File: config.mk
export PLATFORM = sky130hd
export DESIGN_NAME = sync_bit_framer
export DESIGN_NICKNAME = d
export VERILOG_FILES = /design/src/rtl/sbf_pkg.sv /design/src/rtl/sbf_crc_acc.sv /design/src/rtl/sbf_run_guard.sv /design/src/rtl/sbf_frame_seq.sv /design/src/rtl/sync_bit_framer.sv
export SDC_FILE = /design/constraint.sdc
export NUM_CORES = 1
export LEC_CHECK = 0
export BUFFER_PORTS_ARGS = -buffer_cell sky130_fd_sc_hd__buf_2
export CAP_MARGIN = 10
export CORE_MARGIN = 3
export CORE_UTILIZATION = 40
export CTS_CLUSTER_DIAMETER = 120
export DETAILED_ROUTE_END_ITERATION = 10
export PLACE_DENSITY = 0.68
export SKIP_CTS_REPAIR_TIMING = 1
export SYNTH_ARGS = -nofsm -noshare
export SYNTH_HDL_FRONTEND = slang
export SYNTH_SLANG_ARGS = --single-unit
File: constraint.sdc
create_clock -name clk -period 4.75 [get_ports clk]
set_clock_uncertainty 0.05 [all_clocks]
set_input_delay 0.95 -clock clk [delete_from_list [all_inputs] [get_ports clk]]
set_output_delay 0.95 -clock clk [all_outputs]
set_load 0.01 [all_outputs]
File: src/rtl/sbf_pkg.sv
package sbf_pkg;
  localparam int BYTE_W = 8;
  localparam int FLAG_W = 8;
  localparam logic [FLAG_W-1:0] FLAG_PATTERN = 8'b0111_1110;
  localparam int CRC_W = 16;
  localparam int IDX_W = $clog2(BYTE_W);
  localparam int CIDX_W = $clog2(CRC_W) + 1;

  typedef enum logic [1:0] {
    PH_FLAG = 2'd0,
    PH_DATA = 2'd1,
    PH_CRC  = 2'd2
  } phase_e;

  // One step of the serial remainder register, message bit d entering.
  function automatic logic [CRC_W-1:0] crc_advance(input logic [CRC_W-1:0] cur,
                                                   input logic d,
                                                   input logic [CRC_W-1:0] poly);
    logic fb;
    fb = cur[CRC_W-1] ^ d;
    return {cur[CRC_W-2:0], 1'b0} ^ (fb ? poly : '0);
  endfunction

  // Flag bit at position idx, position 0 sent first.
  function automatic logic flag_bit(input logic [IDX_W-1:0] idx);
    return FLAG_PATTERN[(FLAG_W-1) - int'(idx)];
  endfunction
endpackage

File: src/rtl/sbf_crc_acc.sv
module sbf_crc_acc
  import sbf_pkg::*;
#(
  parameter logic [CRC_W-1:0] POLY = 16'h1021,
  parameter logic [CRC_W-1:0] INIT = 16'h0000
) (
  input  logic clk,
  input  logic rst_n,
  input  logic clr,
  input  logic calc_en,
  input  logic shift_en,
  input  logic din,
  output logic msb
);
  logic [CRC_W-1:0] crc_q;

  always_ff @(posedge clk) begin
    if (!rst_n)        crc_q <= INIT;
    else if (clr)      crc_q <= INIT;
    else if (calc_en)  crc_q <= crc_advance(crc_q, din, POLY);
    else if (shift_en) crc_q <= {crc_q[CRC_W-2:0], 1'b0};
  end

  assign msb = crc_q[CRC_W-1];

  // the register either accumulates or drains, never both in one cycle
  p_single_op_r5: assert property (@(posedge clk) disable iff (!rst_n)
    !(calc_en && shift_en));
endmodule

File: src/rtl/sbf_run_guard.sv
module sbf_run_guard #(
  parameter int LIMIT = 5
) (
  input  logic clk,
  input  logic rst_n,
  input  logic flag_phase,
  input  logic cand_bit,
  output logic stuff_now,
  output logic hit_next
);
  localparam int CW = $clog2(LIMIT + 1);
  logic [CW-1:0] ones_q;

  assign stuff_now = !flag_phase && (ones_q == CW'(LIMIT));
  assign hit_next  = !flag_phase && !stuff_now && cand_bit && (ones_q == CW'(LIMIT - 1));

  always_ff @(posedge clk) begin
    if (!rst_n)                      ones_q <= '0;
    else if (flag_phase || stuff_now) ones_q <= '0;
    else if (cand_bit)               ones_q <= ones_q + 1'b1;
    else                             ones_q <= '0;
  end

  // the run counter never passes the insertion limit
  p_count_cap_r3: assert property (@(posedge clk) disable iff (!rst_n)
    ones_q <= CW'(LIMIT));
endmodule

File: src/rtl/sbf_frame_seq.sv
module sbf_frame_seq
  import sbf_pkg::*;
(
  input  logic              clk,
  input  logic              rst_n,
  input  logic              in_valid,
  input  logic [BYTE_W-1:0] in_data,
  input  logic              in_last,
  input  logic              stuff_now,
  input  logic              hit_next,
  input  logic              crc_msb,
  output logic              in_ready,
  output logic              cand_bit,
  output logic              tx_bit,
  output logic              flag_phase,
  output logic              crc_clr,
  output logic              crc_calc,
  output logic              crc_shift
);
  phase_e             phase_q;
  logic [IDX_W-1:0]   bit_idx;
  logic [CIDX_W-1:0]  crc_idx;
  logic [BYTE_W-1:0]  byte_q;
  logic               last_q;
  logic               byte_end;
  logic               take;

  assign flag_phase = (phase_q == PH_FLAG);
  assign byte_end   = (bit_idx == IDX_W'(BYTE_W - 1));

  always_comb begin
    unique case (phase_q)
      PH_DATA: cand_bit = byte_q[BYTE_W-1];
      PH_CRC:  cand_bit = crc_msb;
      default: cand_bit = flag_bit(bit_idx);
    endcase
  end

  assign tx_bit   = stuff_now ? 1'b0 : cand_bit;
  assign in_ready = (flag_phase && byte_end) ||
                    ((phase_q == PH_DATA) && byte_end && !stuff_now && !last_q);
  assign take     = in_valid && in_ready;

  assign crc_clr   = flag_phase && take;
  assign crc_calc  = (phase_q == PH_DATA) && !stuff_now;
  assign crc_shift = (phase_q == PH_CRC) && !stuff_now;

  always_ff @(posedge clk) begin
    if (!rst_n) begin
      phase_q <= PH_FLAG;
      bit_idx <= '0;
      crc_idx <= '0;
      byte_q  <= '0;
      last_q  <= 1'b0;
    end else begin
      unique case (phase_q)
        PH_FLAG: begin
          bit_idx <= bit_idx + 1'b1;
          if (take) begin
            phase_q <= PH_DATA;
            byte_q  <= in_data;
            last_q  <= in_last;
          end
        end
        PH_DATA: begin
          if (!stuff_now) begin
            bit_idx <= bit_idx + 1'b1;
            byte_q  <= {byte_q[BYTE_W-2:0], 1'b0};
            if (byte_end) begin
              if (take) begin
                byte_q <= in_data;
                last_q <= in_last;
              end else begin
                phase_q <= PH_CRC;
                crc_idx <= '0;
              end
            end
          end
        end
        PH_CRC: begin
          if (stuff_now) begin
            if (crc_idx == CIDX_W'(CRC_W)) begin
              phase_q <= PH_FLAG;
              bit_idx <= '0;
            end
          end else begin
            crc_idx <= crc_idx + 1'b1;
            if ((crc_idx == CIDX_W'(CRC_W - 1)) && !hit_next) begin
              phase_q <= PH_FLAG;
              bit_idx <= '0;
            end
          end
        end
        default: phase_q <= PH_FLAG;
      endcase
    end
  end

  // a handshake always leaves the sequencer sending byte bits
  p_take_starts_data_r7: assert property (@(posedge clk) disable iff (!rst_n)
    (in_valid && in_ready) |=> (phase_q == PH_DATA));
endmodule

File: src/rtl/sync_bit_framer.sv
module sync_bit_framer
  import sbf_pkg::*;
#(
  parameter logic [CRC_W-1:0] POLY      = 16'h1021,
  parameter logic [CRC_W-1:0] INIT      = 16'h0000,
  parameter int               RUN_LIMIT = 5
) (
  input  logic              clk,
  input  logic              rst_n,
  input  logic              in_valid,
  output logic              in_ready,
  input  logic [BYTE_W-1:0] in_data,
  input  logic              in_last,
  output logic              tx_bit
);
  logic stuff_now;
  logic hit_next;
  logic cand_bit;
  logic flag_phase;
  logic crc_msb;
  logic crc_clr;
  logic crc_calc;
  logic crc_shift;

  sbf_frame_seq u_seq (
    .clk        (clk),
    .rst_n      (rst_n),
    .in_valid   (in_valid),
    .in_data    (in_data),
    .in_last    (in_last),
    .stuff_now  (stuff_now),
    .hit_next   (hit_next),
    .crc_msb    (crc_msb),
    .in_ready   (in_ready),
    .cand_bit   (cand_bit),
    .tx_bit     (tx_bit),
    .flag_phase (flag_phase),
    .crc_clr    (crc_clr),
    .crc_calc   (crc_calc),
    .crc_shift  (crc_shift)
  );

  sbf_run_guard #(.LIMIT(RUN_LIMIT)) u_guard (
    .clk        (clk),
    .rst_n      (rst_n),
    .flag_phase (flag_phase),
    .cand_bit   (cand_bit),
    .stuff_now  (stuff_now),
    .hit_next   (hit_next)
  );

  sbf_crc_acc #(.POLY(POLY), .INIT(INIT)) u_crc (
    .clk      (clk),
    .rst_n    (rst_n),
    .clr      (crc_clr),
    .calc_en  (crc_calc),
    .shift_en (crc_shift),
    .din      (cand_bit),
    .msb      (crc_msb)
  );

  // Line-level run counter, observed only by the assertions below.
  logic [2:0] run_q;
  always_ff @(posedge clk) begin
    if (!rst_n)      run_q <= '0;
    else if (tx_bit) run_q <= (run_q == 3'd7) ? run_q : run_q + 1'b1;
    else             run_q <= '0;
  end

  // only a flag may show six ones in a row, nothing shows seven
  p_line_run_r3: assert property (@(posedge clk) disable iff (!rst_n)
    run_q <= 3'd6);

  // an inserted zero is a zero on the line and never offers ready
  p_stuff_quiet_r6: assert property (@(posedge clk) disable iff (!rst_n)
    stuff_now |-> (!tx_bit && !in_ready));

  // a closing flag never starts while an insertion is still owed
  p_no_pending_stuff_r11: assert property (@(posedge clk) disable iff (!rst_n)
    (flag_phase && !$past(flag_phase)) |-> !$past(hit_next));
endmodule

==> metrics.md <==
| Metric | Value |
|---|---|
| Combinational Power Share | a little under a fifth |
| Via count | approximately 1600 |
| Status | completed |
| Number of max-cap violations | 0 |
| Post-synth top flop | dfxtp_1 |
| Maximum VDD drop | around 160 µV |
| Final WL | 3670 µm |
| CTS buffer count | 5 |
| Fin area | 2170 µm² |
| Setup violators final | 0 |
| Routed vias/inst | 4.99 |
| Drt pass-1 iters | 4 |
| Met2 Usage GRT | a little over a fifth |
| # IOs | 14 |
| Final HPWL DP | between 2000 and 3000 µm |
| H-tree depth | 2 |
| Area leader, netlist | dfxtp_1 |
| Chip height | 76.3 µm |
| Library cells used by synthesis | 38 |
| Sw power | 200 µW |
| Req. time, crit path | 3750 ps |
| DRC | 0 |
| Flop pwr share | 48.0% |
| Final WS setup | 1900 ps |
| Avg Inst Size Synth | 8.39 µm² |
| First-pass GRT wire length | ~6700 µm |
| Final hold vios | 0 |
| Relative slew slack | 21.9% |
| Chip width | 76.3 µm |
| Pin count of the biggest net entering global routing | 30 |
| Diodes inserted | 0 |
| GRT Util Overall | 13.9% |
| Most Crowded Layer GR | met2 |
| Final cell count without fillers | roughly 310 |
| Crit start category | flip-flop |
| Initial core utilization | 43.4% |
| Slew @ Worst Pin | 1160 ps |
| Dpl ws | between 2000 and 2500 ps |
| Leak | 0.000850 µW |
| Critical-path maximum fanout | 10 |
| Layout cells sized above 1 | between 10% and 20% |
| Post-synth top area share | 38.4% |
| Worst-Skew Late Latency | 290 ps |
| Vias in the first global route | 1560 |
| Unrepaired setup endpoints after global routing | no |
| GR Util met3 | 3.55% |
| Synth area leaders | dfxtp_1 (38%), nand2_1 (9.7%), ha_1 (9.5%) |
| Synth-to-Final Area Change | 9.48% |
| Async set or reset register ratio after synthesis | 0% |
| Type of the worst min-delay path | flip-flop to flip-flop |
| Root Buffer | clkbuf_8 |
| Cells after synthesis | 236 |
| Commonest cells post-synth | nand2_1 (51), dfxtp_1 (38), a21oi_1 (24) |
| Setup TNS | 0 ps |
| Crit path kind | flip-flop to primary output |
| Cell internal pwr | 488 µW |
| Clock-pin slew on the worst setup and hold paths | about 80 ps |
| Clock Sinks | 38 |
| Ratio of final minimum period to clock period | 60.0% |
| Netlist Area Pre-Place | 1980 µm² |
| Final #Nets | ~270 |
| Critical Path AT | ~1900 ps |
| Antenna violations before repair | 0 |
| Seq/Total Area, Yosys | 38.4% |
| Power density cells | between 300 and 400 nW/µm² |
| Detailed router's first-iteration violation count | 71 |
| Tmin final | 2850 ps |
| Dpl cell area | 2070 µm² |
| Placed cells | between 300 and 400 |
| Synth Register Bits | 38 |
| Synth Warn # | 0 |
| Number of synthesized flops with an enable pin | 0 |
| Buffers on Ports | 13 |
| Syn_nets | 263 |
| CP endpoint kind | primary output |
| Max Transition Viols Final | 0 |
| Post-DR wirelength/cell | between 10 and 15 µm |
| Sw Ratio | 29.1% |
| Clock buffer depth | 2 |
| Routability cong. | between 0.8 and 0.9 |
| CTS tree | yes |
| DIE AREA | 5830 µm² |
| Clock share of power | 33.4% |
| Most frequent cell after synthesis | nand2_1 |
| Routing usage on met1 | 17.7% |
| Post-DRT Antenna Nets | 0 |
| Cell row count | 24 |
| Fmax | about 350 MHz |
| Grt total ovfl | 0 |
| Core Region | 4560 µm² |
## cells in the final DEF (no fill, tap or decap), drive strengths merged, types with 2 or more instances in the layout
| cell type | Yosys | routed |
|---|---|---|
| o32ai | 2 | 2 |
| o211ai | 2 | 2 |
| or3 | 4 | 4 |
| mux2i | 15 | 15 |
| nor4 | 4 | 4 |
| ha | 15 | 15 |
| clkbuf | 5 | 6 |
| dfxtp | 38 | 38 |
| a21boi | 4 | 4 |
| a32oi | 2 | 2 |
| a21oi | 24 | 24 |
| nor3 | 4 | 4 |
| buf | 6 | 13 |
| nand2b | 2 | 2 |
| inv | 16 | 16 |
| o21ai | 11 | 11 |
| nor2 | 10 | 10 |
| nand2 | 51 | 51 |
| o22ai | 3 | 3 |
| and3 | 2 | 2 |
| nand3 | 7 | 7 |
## final cells by class
type                            count  area (µm²)
Sequential cell                    38         761
Tap cell                           65        81.3
Timing Repair Buffer               13        65.1
Inverter                           16        60.1
Fill cell                         461        2400
Clock inverter                      2        12.5
Clock buffer                        6        82.6
Multi-Input combinational cell    171        1100
## per-stage QoR
stage / hold WS (ps) / total power (µW) / util, %
2_1_floorplan: 376 / 444 / -
3_3_place_gp: 391 / 465 / 45.4
3_5_place_dp: 393 / 466 / 45.4
4_1_cts: 404 / 698 / 47.5
5_1_grt: 440 / 727 / 47.5
6_report: 402 / 688 / 47.5
## power groups by stage
stage                     combinational, µW  sequential (µW)  clock, µW
after detailed placement                128              338          0
after floorplan                         107              336          0
after global routing                    144              331        252
after CTS                               128              330        239
after global placement                  127              338          0
final                                   128              330        230
## registers in the layout, summed over array words and instances, names as in the netlist
signal / count
u_seq.last_q: 1
u_seq.phase_q: 2
u_guard.ones_q: 3
u_seq.byte_q: 8
u_seq.crc_idx: 5
u_crc.crc_q: 16
u_seq.bit_idx: 3
## metal layers
| metal | vias up | routed length (µm) |
|---|---|---|
| met5 | - | 0 |
| met4 | 0 | 110 |
| met3 | 9 | 142 |
| met2 | 24 | 1500 |
| met1 | 691 | 1910 |
| li1 | 827 | - |
## cells by family (layout without fill, tap and decap cells)
logic type / count (synthesis) / in the layout / synth area share, %
AND/OR/NAND/NOR: 86 / 86 / 19.1
AO/OA/AOI/OAI: 54 / 54 / 18.6
flip-flops: 38 / 38 / 38.4
buffers and inverters: 27 / 37 / 5.75
adder cells (fa/ha/maj): 15 / 15 / 9.48
multiplexers: 15 / 15 / 8.22
XOR/XNOR: 1 / 1 / 0.443
## worst paths after layout
| check | slack (ps) | depth (start not counted) | startpoint | endpoint |
|---|---|---|---|---|
| worst min register to register | 400 | 2 | u_crc.crc_q[8] | u_crc.crc_q[9] |
| worst max-delay path | 1900 | 6 | u_seq.phase_q[1] | tx_bit |
| worst min-delay path | 400 | 2 | u_crc.crc_q[8] | u_crc.crc_q[9] |
| worst max register to register | 2330 | 7 | u_seq.phase_q[1] | u_seq.crc_idx[0] |
## critical path, cell delays in order, from the launching register on
cell	delay, ps
dfxtp_1	390
inv_1	90
ha_1	320
a22o_1	310
mux2i_4	210
nor2_1	80
buf_2	140
No activity file was read; power rests on OpenSTA's default activity.
